File: src/rtl/ipi_pkg.sv
package ipi_pkg;

    localparam int WORD_W     = 32;
    localparam int IDX_W      = 14;
    localparam int MSG_W      = 16;
    localparam int WIN_SHIFT  = 3;   // 8-byte window per processor
    localparam int MAX_CPU    = 16;

    // Control word as written by the sender.
    typedef struct packed {
        logic             ack;   // bit 31
        logic             gen;   // bit 30
        logic [IDX_W-1:0] dst;   // bits 29:16
        logic [MSG_W-1:0] msg;   // bits 15:0
    } ctrl_word_t;

    // Per-processor receive state.
    typedef struct packed {
        logic             pending;
        logic [IDX_W-1:0] src;
        logic [MSG_W-1:0] msg;
    } rx_state_t;

    function automatic logic [WORD_W-1:0] status_word(input rx_state_t st);
        return {1'b0, st.pending, st.src, st.msg};
    endfunction

endpackage

File: src/rtl/ipi_decode.sv
module ipi_decode
    import ipi_pkg::*;
#(
    parameter int NUM_CPU = 4,
    parameter int ADDR_W  = 7,
    localparam int WIN_W  = ADDR_W - WIN_SHIFT
) (
    input  logic              bus_sel,
    input  logic              bus_we,
    input  logic [ADDR_W-1:0] bus_addr,
    input  logic [WORD_W-1:0] bus_wdata,
    output logic [WIN_W-1:0]  win,
    output ctrl_word_t        cword,
    output logic              gen_req,
    output logic              ack_req,
    output logic              stat_rd
);
    logic in_range;
    logic is_stat;

    always_comb begin
        win      = bus_addr[ADDR_W-1:WIN_SHIFT];
        is_stat  = bus_addr[2];
        in_range = bus_sel && (bus_addr[1:0] == 2'b00) && (32'(win) < NUM_CPU);
        cword    = ctrl_word_t'(bus_wdata);
        ack_req  = in_range && bus_we && !is_stat && cword.ack;
        gen_req  = in_range && bus_we && !is_stat && cword.gen
                   && (32'(cword.dst) < NUM_CPU);
        stat_rd  = in_range && !bus_we && is_stat;
    end

endmodule

File: src/rtl/ipi_rx_slot.sv
module ipi_rx_slot
    import ipi_pkg::*;
(
    input  logic             clk,
    input  logic             rst,
    input  logic             gen_hit,
    input  logic             ack_hit,
    input  logic [IDX_W-1:0] src_in,
    input  logic [MSG_W-1:0] msg_in,
    output rx_state_t        state
);
    always_ff @(posedge clk) begin
        if (rst) begin
            state <= '0;
        end else if (gen_hit) begin
            // generate has priority over a simultaneous acknowledge
            state.pending <= 1'b1;
            state.src     <= src_in;
            state.msg     <= msg_in;
        end else if (ack_hit) begin
            state.pending <= 1'b0;
        end
    end

endmodule

File: src/rtl/ipi_readmux.sv
module ipi_readmux
    import ipi_pkg::*;
#(
    parameter int NUM_CPU = 4,
    parameter int WIN_W   = 4
) (
    input  rx_state_t          states [NUM_CPU],
    input  logic               stat_rd,
    input  logic [WIN_W-1:0]   win,
    output logic [WORD_W-1:0]  rdata
);
    always_comb begin
        rdata = '0;
        for (int i = 0; i < NUM_CPU; i++) begin
            if (stat_rd && (32'(win) == i)) rdata = status_word(states[i]);
        end
    end

endmodule

File: src/rtl/ipi_ctrl.sv
module ipi_ctrl
    import ipi_pkg::*;
#(
    parameter int NUM_CPU = 4,
    parameter int ADDR_W  = 7
) (
    input  logic                clk,
    input  logic                rst,
    input  logic                bus_sel,
    input  logic                bus_we,
    input  logic [ADDR_W-1:0]   bus_addr,
    input  logic [31:0]         bus_wdata,
    output logic [31:0]         bus_rdata,
    output logic [NUM_CPU-1:0]  irq
);
    localparam int WIN_W = ADDR_W - WIN_SHIFT;

    logic [WIN_W-1:0] win;
    ctrl_word_t       cword;
    logic             gen_req;
    logic             ack_req;
    logic             stat_rd;
    rx_state_t        states [NUM_CPU];

    ipi_decode #(.NUM_CPU(NUM_CPU), .ADDR_W(ADDR_W)) u_decode (
        .bus_sel   (bus_sel),
        .bus_we    (bus_we),
        .bus_addr  (bus_addr),
        .bus_wdata (bus_wdata),
        .win       (win),
        .cword     (cword),
        .gen_req   (gen_req),
        .ack_req   (ack_req),
        .stat_rd   (stat_rd)
    );

    for (genvar g = 0; g < NUM_CPU; g++) begin : g_slot
        logic gen_hit;
        logic ack_hit;
        assign gen_hit = gen_req && (32'(cword.dst) == g);
        assign ack_hit = ack_req && (32'(win) == g);

        ipi_rx_slot u_slot (
            .clk     (clk),
            .rst     (rst),
            .gen_hit (gen_hit),
            .ack_hit (ack_hit),
            .src_in  (IDX_W'(win)),
            .msg_in  (cword.msg),
            .state   (states[g])
        );
        assign irq[g] = states[g].pending;
    end

    ipi_readmux #(.NUM_CPU(NUM_CPU), .WIN_W(WIN_W)) u_readmux (
        .states  (states),
        .stat_rd (stat_rd),
        .win     (win),
        .rdata   (bus_rdata)
    );

endmodule

File: config.mk
export PLATFORM = sky130hd
export DESIGN_NAME = ipi_ctrl
export DESIGN_NICKNAME = d
export VERILOG_FILES = /design/src/rtl/ipi_pkg.sv /design/src/rtl/ipi_decode.sv /design/src/rtl/ipi_rx_slot.sv /design/src/rtl/ipi_readmux.sv /design/src/rtl/ipi_ctrl.sv
export SDC_FILE = /design/constraint.sdc
export NUM_CORES = 1
export LEC_CHECK = 0
export BUFFER_PORTS_ARGS = -buffer_cell sky130_fd_sc_hd__buf_2
export CAP_MARGIN = 5
export CORE_MARGIN = 1
export CORE_UTILIZATION = 45
export CTS_BUF_LIST = sky130_fd_sc_hd__clkbuf_16
export CTS_CLUSTER_DIAMETER = 50
export DETAILED_ROUTE_END_ITERATION = 12
export GPL_TIMING_DRIVEN = 0
export PLACE_DENSITY = 0.64
export SLEW_MARGIN = 20
export SYNTH_ARGS = -nofsm -noshare
export SYNTH_HDL_FRONTEND = slang
export SYNTH_HIERARCHICAL = 1
export SYNTH_SLANG_ARGS = --single-unit
File: constraint.sdc
create_clock -name clk -period 4.55 [get_ports clk]
set_input_delay 0.91 -clock clk [delete_from_list [all_inputs] [get_ports clk]]
set_output_delay 0.91 -clock clk [all_outputs]
set_load 0.005 [all_outputs]
==> impl_metrics.yaml, run 1 <==
clock_tree:
  hold_buffers: 0
  clk_pin_slew_ns: 0.05
  cts_setup_buffers: 0
  cts_buffer_depth: 2
  cts_sinks: 124
  cts_resized: 0
  insertion_delay_ns: 0.41
  htree_num_levels: 4
  cts_tree: "done"
  root_buffer: "clkbuf_16"
  cts_made_buffers: 17
sta:
  fin_ws_ns: 0.960
  setup_viol: 0
  fmax_mhz: 279
  clock_skew_ns: 0
  hold_viol: 0
  slew_headroom: 0.518
  rsz0062_at_grt: "no"
  timing.final.crit_share: 0.789
  period_needed_ns: 3.59
  max_slew.worst_pin.slew_ns: 0.723
  finalMaxSlewViolations: 0
  setup_tns_ns: 0
floorplanning:
  row_count: 41
  core_um2: 12700
  io_pins: 79
  die_w_um: 117
  start_util: 0.467
  die_h_um: 117
  die_area_um2: 13700
placement:
  dp_hpwl_um: 9790
  portBuffers: 57
  dp_slack_ns: 0.982
  place_area_um2: 6590
  globalplace.congestion: 0.755
critical_path:
  path_max_fanout: 10
  arrival_ns: 2.68
  start_kind: "input port"
  end_kind: "output port"
  path_class: "in -> out"
  required_ns: 3.64
power:
  p_leak_nw: 2.83
  max-vdd-ir-drop_uv: 228
  power_density_nw_per_um2: 372
layout:
  nFillCells: 1165
  area_delta_synth_final_pct: 21.8
  largestRegisters: "g_slot.u_slot/state (124)"
  largest_register_ffs: 124
  drive_gt1_frac: 0.217
  final_nets: 734
  num_antenna_cells: 0
  regMostFlops: "g_slot.u_slot/state"
  fin_area_um2: 7240
detailed_routing:
  wirelength_um: 14100
  drtIter0Drc: 226
  routedWlPerCell_um: 16.1
  vias_per_cell: 5.03
  num_vias: 4406
  ant_nets: 0
  drc: 0
  dr.pass1.iters: 5
synthesis:
  synth_cells: 576
  yosysWarnings: 6
  syn-cell-area_um2: 5940
  syn_area_per_cell_um2: 10.3
min_path:
  hold_path_class: "reg -> reg"
job:
  cap_violations: 0
global_routing:
  gr-total-overflow: 0
  grt_pass1_wl_um: 22200
  grt_start_max_net_pins: 17
  grt_usage: 0.221
  grt_antenna_before_repair: 0
  grt_pass1_vias: 4329
outcome:
  status: "complete, no violations"
path summary, 6_finish.rpt:
check | slack (ns) | startpoint | cells after the start | endpoint
setup / recovery | 0.96 | bus_addr[6] | 8 | bus_rdata[16]
hold reg to reg | 0.49 | g_slot[1].u_slot/state[28] | 2 | g_slot[1].u_slot/state[28]
hold / removal | 0.49 | g_slot[1].u_slot/state[28] | 2 | g_slot[1].u_slot/state[28]
setup reg to reg | 3.86 | g_slot[3].u_slot/state[30] | 2 | g_slot[3].u_slot/state[30]
where the power goes:
| part | internal [mW] | switching [mW] | total, mW |
|---|---|---|---|
| registers | 1.09 | 0.0000000000445 | 1.09 |
| logic | 0.0466 | 0.0653 | 0.112 |
| clock network | 1.02 | 0.475 | 1.49 |
layout by cell type, fill, tap and decap left out, types with 3 or more instances in the layout:
cell type	instances
nor4bb_1	3
buf_6	7
o22ai_1	31
clkinv_1	5
nor2_1	121
or4_1	3
buf_2	69
mux2i_1	182
or4b_1	3
conb_1	41
nand2b_1	4
inv_1	4
clkbuf_1	10
a21oi_1	4
nor4_1	4
dfxtp_1	124
bufinv_16	6
clkbuf_16	17
buf_4	35
buf_12	12
critical path, cell delays in order:
cell	delay, ns
buf_2	0.11
nor3_1	0.26
and2_1	0.22
or4b_1	0.43
buf_2	0.16
buf_6	0.15
o22ai_1	0.26
buf_2	0.17
metal layers:
metal,GRT usage,part of all wire,vias up
met5,0,0,-
met1,0.278,0.47,2121
met2,0.371,0.48,106
met4,0.0802,0.014,0
met3,0.0515,0.043,18
li1,-,-,2161
per-stage QoR:
stage / power [mW] / utilization / hold WS (ns) / cells
floorplan: 1.19 / - / 0.460 / 615
global placement: 1.22 / 0.518 / 0.470 / 844
detailed placement: 1.22 / 0.518 / 0.478 / 844
CTS: 2.71 / 0.569 / 0.496 / 876
global route: 2.78 / 0.569 / 0.517 / 876
finish: 2.69 / 0.569 / 0.492 / 876
final cells by class:
type                    instances  area, um^2  area share
repair buffers                 57         285      0.0394
plain buffers                  77         683      0.0944
clock buffers                  17         425      0.0588
inverters                       4        15.0     0.00207
clock inverters                15         225      0.0311
multi-input cells             410        2910       0.401
flip-flops and latches        124        2480       0.343
well taps                     172         215      0.0297
(Power assumes the default switching activity.)
==> run 2: changes to the inputs <==
--- a/config.mk
+++ b/config.mk
@@ -13,7 +13,7 @@
 export CTS_CLUSTER_DIAMETER = 50
 export DETAILED_ROUTE_END_ITERATION = 12
 export GPL_TIMING_DRIVEN = 0
-export PLACE_DENSITY = 0.64
+export PLACE_DENSITY = 0.66
 export SLEW_MARGIN = 20
 export SYNTH_ARGS = -nofsm -noshare
 export SYNTH_HDL_FRONTEND = slang
==> constraint.sdc (replaced) <==
create_clock -name clk -period 3 [get_ports clk]
set_input_delay 0.6 -clock clk [delete_from_list [all_inputs] [get_ports clk]]
set_output_delay 0.6 -clock clk [all_outputs]
set_load 0.005 [all_outputs]
==> impl_metrics.yaml, run 2 (same netlist as run 1, synthesis figures left out) <==
outcome:
  status: "complete, no violations"
detailed_routing:
  ant_nets: 0
  drc: 0
  drtIter0Drc: 219
  vias_per_cell: 5.03
  dr.pass1.iters: 4
  routedWlPerCell_um: 16.0
  wirelength_um: 14000
  num_vias: 4396
layout:
  fin_area_um2: 7140
  drive_gt1_frac: 0.222
  nFillCells: 1197
  largestRegisters: "g_slot.u_slot/state (124)"
  fin_cells: 874
  largest_register_ffs: 124
  regMostFlops: "g_slot.u_slot/state"
  area_delta_synth_final_pct: 20.2
  num_antenna_cells: 0
  final_nets: 734
  final_common_cell: "mux2i_1"
  final_cell_mix: "mux2i_1, dfxtp_1, nor2_1"
global_routing:
  grt_pass1_wl_um: 22200
  gr-usage-met1: 0.263
  grt_antenna_before_repair: 0
  grt_start_max_net_pins: 17
  gr-total-overflow: 0
  busiest_layer: "met2"
  globalRouteMet2Util: 0.389
  use_met3: 0.0510
  grt_usage: 0.221
  grt_pass1_vias: 4486
clock_tree:
  cts_made_buffers: 17
  cts_tree: "done"
  insertion_delay_ns: 0.41
  cts_setup_buffers: 0
  cts_buffer_depth: 2
  root_buffer: "clkbuf_16"
  htree_num_levels: 4
  cts_sinks: 124
  clk_pin_slew_ns: 0.05
power:
  max-vdd-ir-drop_uv: 328
  p_leak_nw: 2.78
  power_density_nw_per_um2: 505
sta:
  finalMaxSlewViolations: 0
  timing.final.crit_share: 0.965
  setup_viol: 0
  period_needed_ns: 2.90
  slew_headroom: 0.555
  fmax_mhz: 345
  max_slew.worst_pin.slew_ns: 0.668
  rsz0062_at_grt: "yes"
  clock_skew_ns: 0
  hold_viol: 0
floorplanning:
  die_h_um: 117
  row_count: 41
  die_w_um: 117
  die_area_um2: 13700
  core_um2: 12700
  start_util: 0.467
  io_pins: 79
critical_path:
  start_kind: "input port"
  path_max_fanout: 10
  reg2regPathDepth: 2
  reg2reg_from: "g_slot[3].u_slot/state[30]"
  required_ns: 3.28
  end_kind: "register"
  worstReg2RegEnd: "g_slot[3].u_slot/state[30]"
  path_class: "in -> reg"
  arrival_ns: 3.17
  r2r_slack_ns: 2.30
placement:
  globalplace.congestion: 0.780
  place_area_um2: 6590
  dp.cells: 844
  dp_hpwl_um: 9710
  portBuffers: 57
min_path:
  holdPathEnd: "g_slot[3].u_slot/state[2]"
  min-delay-start: "bus_wdata[2]"
  hold_depth: 3
  hold_path_class: "in -> reg"
job:
  cap_violations: 0
## run 2: cell types whose count changed in the layout (fill, tap and decap cells not counted)
cell       previous run  this run
bufinv_16             6         1
o22ai_2               0         5
inv_1                 4         7
inv_6                 1         0
clkinv_1              5         3
nor3_2                0         1
o22ai_1              31        26
clkinv_4              0         1
nor3_1                2         1
clkinv_2              2         4
## run 2: worst max-delay path, stage by stage
cell and delay [ns]:
buf_2 0.10, or4b_4 0.53, nor4_2 0.20, and4_1 0.21
or4b_4 0.49, nor4_1 0.39, buf_6 0.21, buf_12 0.16
mux2i_1 0.23, nor2_1 0.05
## run 2: worst max path at each step
stage / endpoint / slack [ns] / startpoint / cells after the start
detailed placement: g_slot[3].u_slot/state[6] / -0.30 / bus_wdata[23] / 10
floorplan: g_slot[0].u_slot/state[16] / 0.12 / bus_wdata[23] / 9
global route: bus_rdata[27] / -0.003 / bus_we / 8
CTS: bus_rdata[19] / 0.03 / bus_addr[6] / 8
finish: g_slot[0].u_slot/state[16] / 0.10 / bus_wdata[23] / 10
global placement: g_slot[3].u_slot/state[6] / -0.25 / bus_wdata[23] / 10
## run 2: report_power, final
| part | internal, mW | switching (mW) |
|---|---|---|
| sequential | 1.65 | 0.0000000000664 |
| combinational | 0.0709 | 0.100 |
| clock | 1.10 | 0.683 |
## run 2: cell type report
| cell class | count | area (um^2) | area share |
|---|---|---|---|
| tap | 172 | 215 | 0.0302 |
| sequential | 124 | 2480 | 0.348 |
| timing repair buffer | 57 | 285 | 0.0400 |
| clock buffer | 17 | 425 | 0.0596 |
| clock inverter | 13 | 88.8 | 0.0124 |
| buffer | 77 | 683 | 0.0957 |
| multi-input combinational | 410 | 2940 | 0.412 |
| inverter | 4 | 15.0 | 0.00210 |
## run 2: per-layer routing
metal | up-vias | part of all wire
met5 | - | 0
met4 | 0 | 0.012
met3 | 16 | 0.042
met2 | 107 | 0.49
met1 | 2116 | 0.45
li1 | 2157 | -
## run 2: through the flow
stage	utilization	hold WS [ns]	total power [mW]	TNS [ns]	worst slack (ns)
2_1_floorplan	-	0.460	1.80	0	0.115
3_3_place_gp	0.518	0.470	1.85	-27.23	-0.252
3_5_place_dp	0.518	0.478	1.85	-29.74	-0.296
4_1_cts	0.558	0.440	3.64	0	0.0260
5_1_grt	0.561	0.466	3.73	-0.00315	-0.00267
6_report	0.561	0.451	3.60	0	0.105
## run 2: what timing repair did
item                                    in CTS  in global routing
gates resized for setup                      0                  6
hold buffers                                 0                  0
endpoints found under the setup margin       0                 31
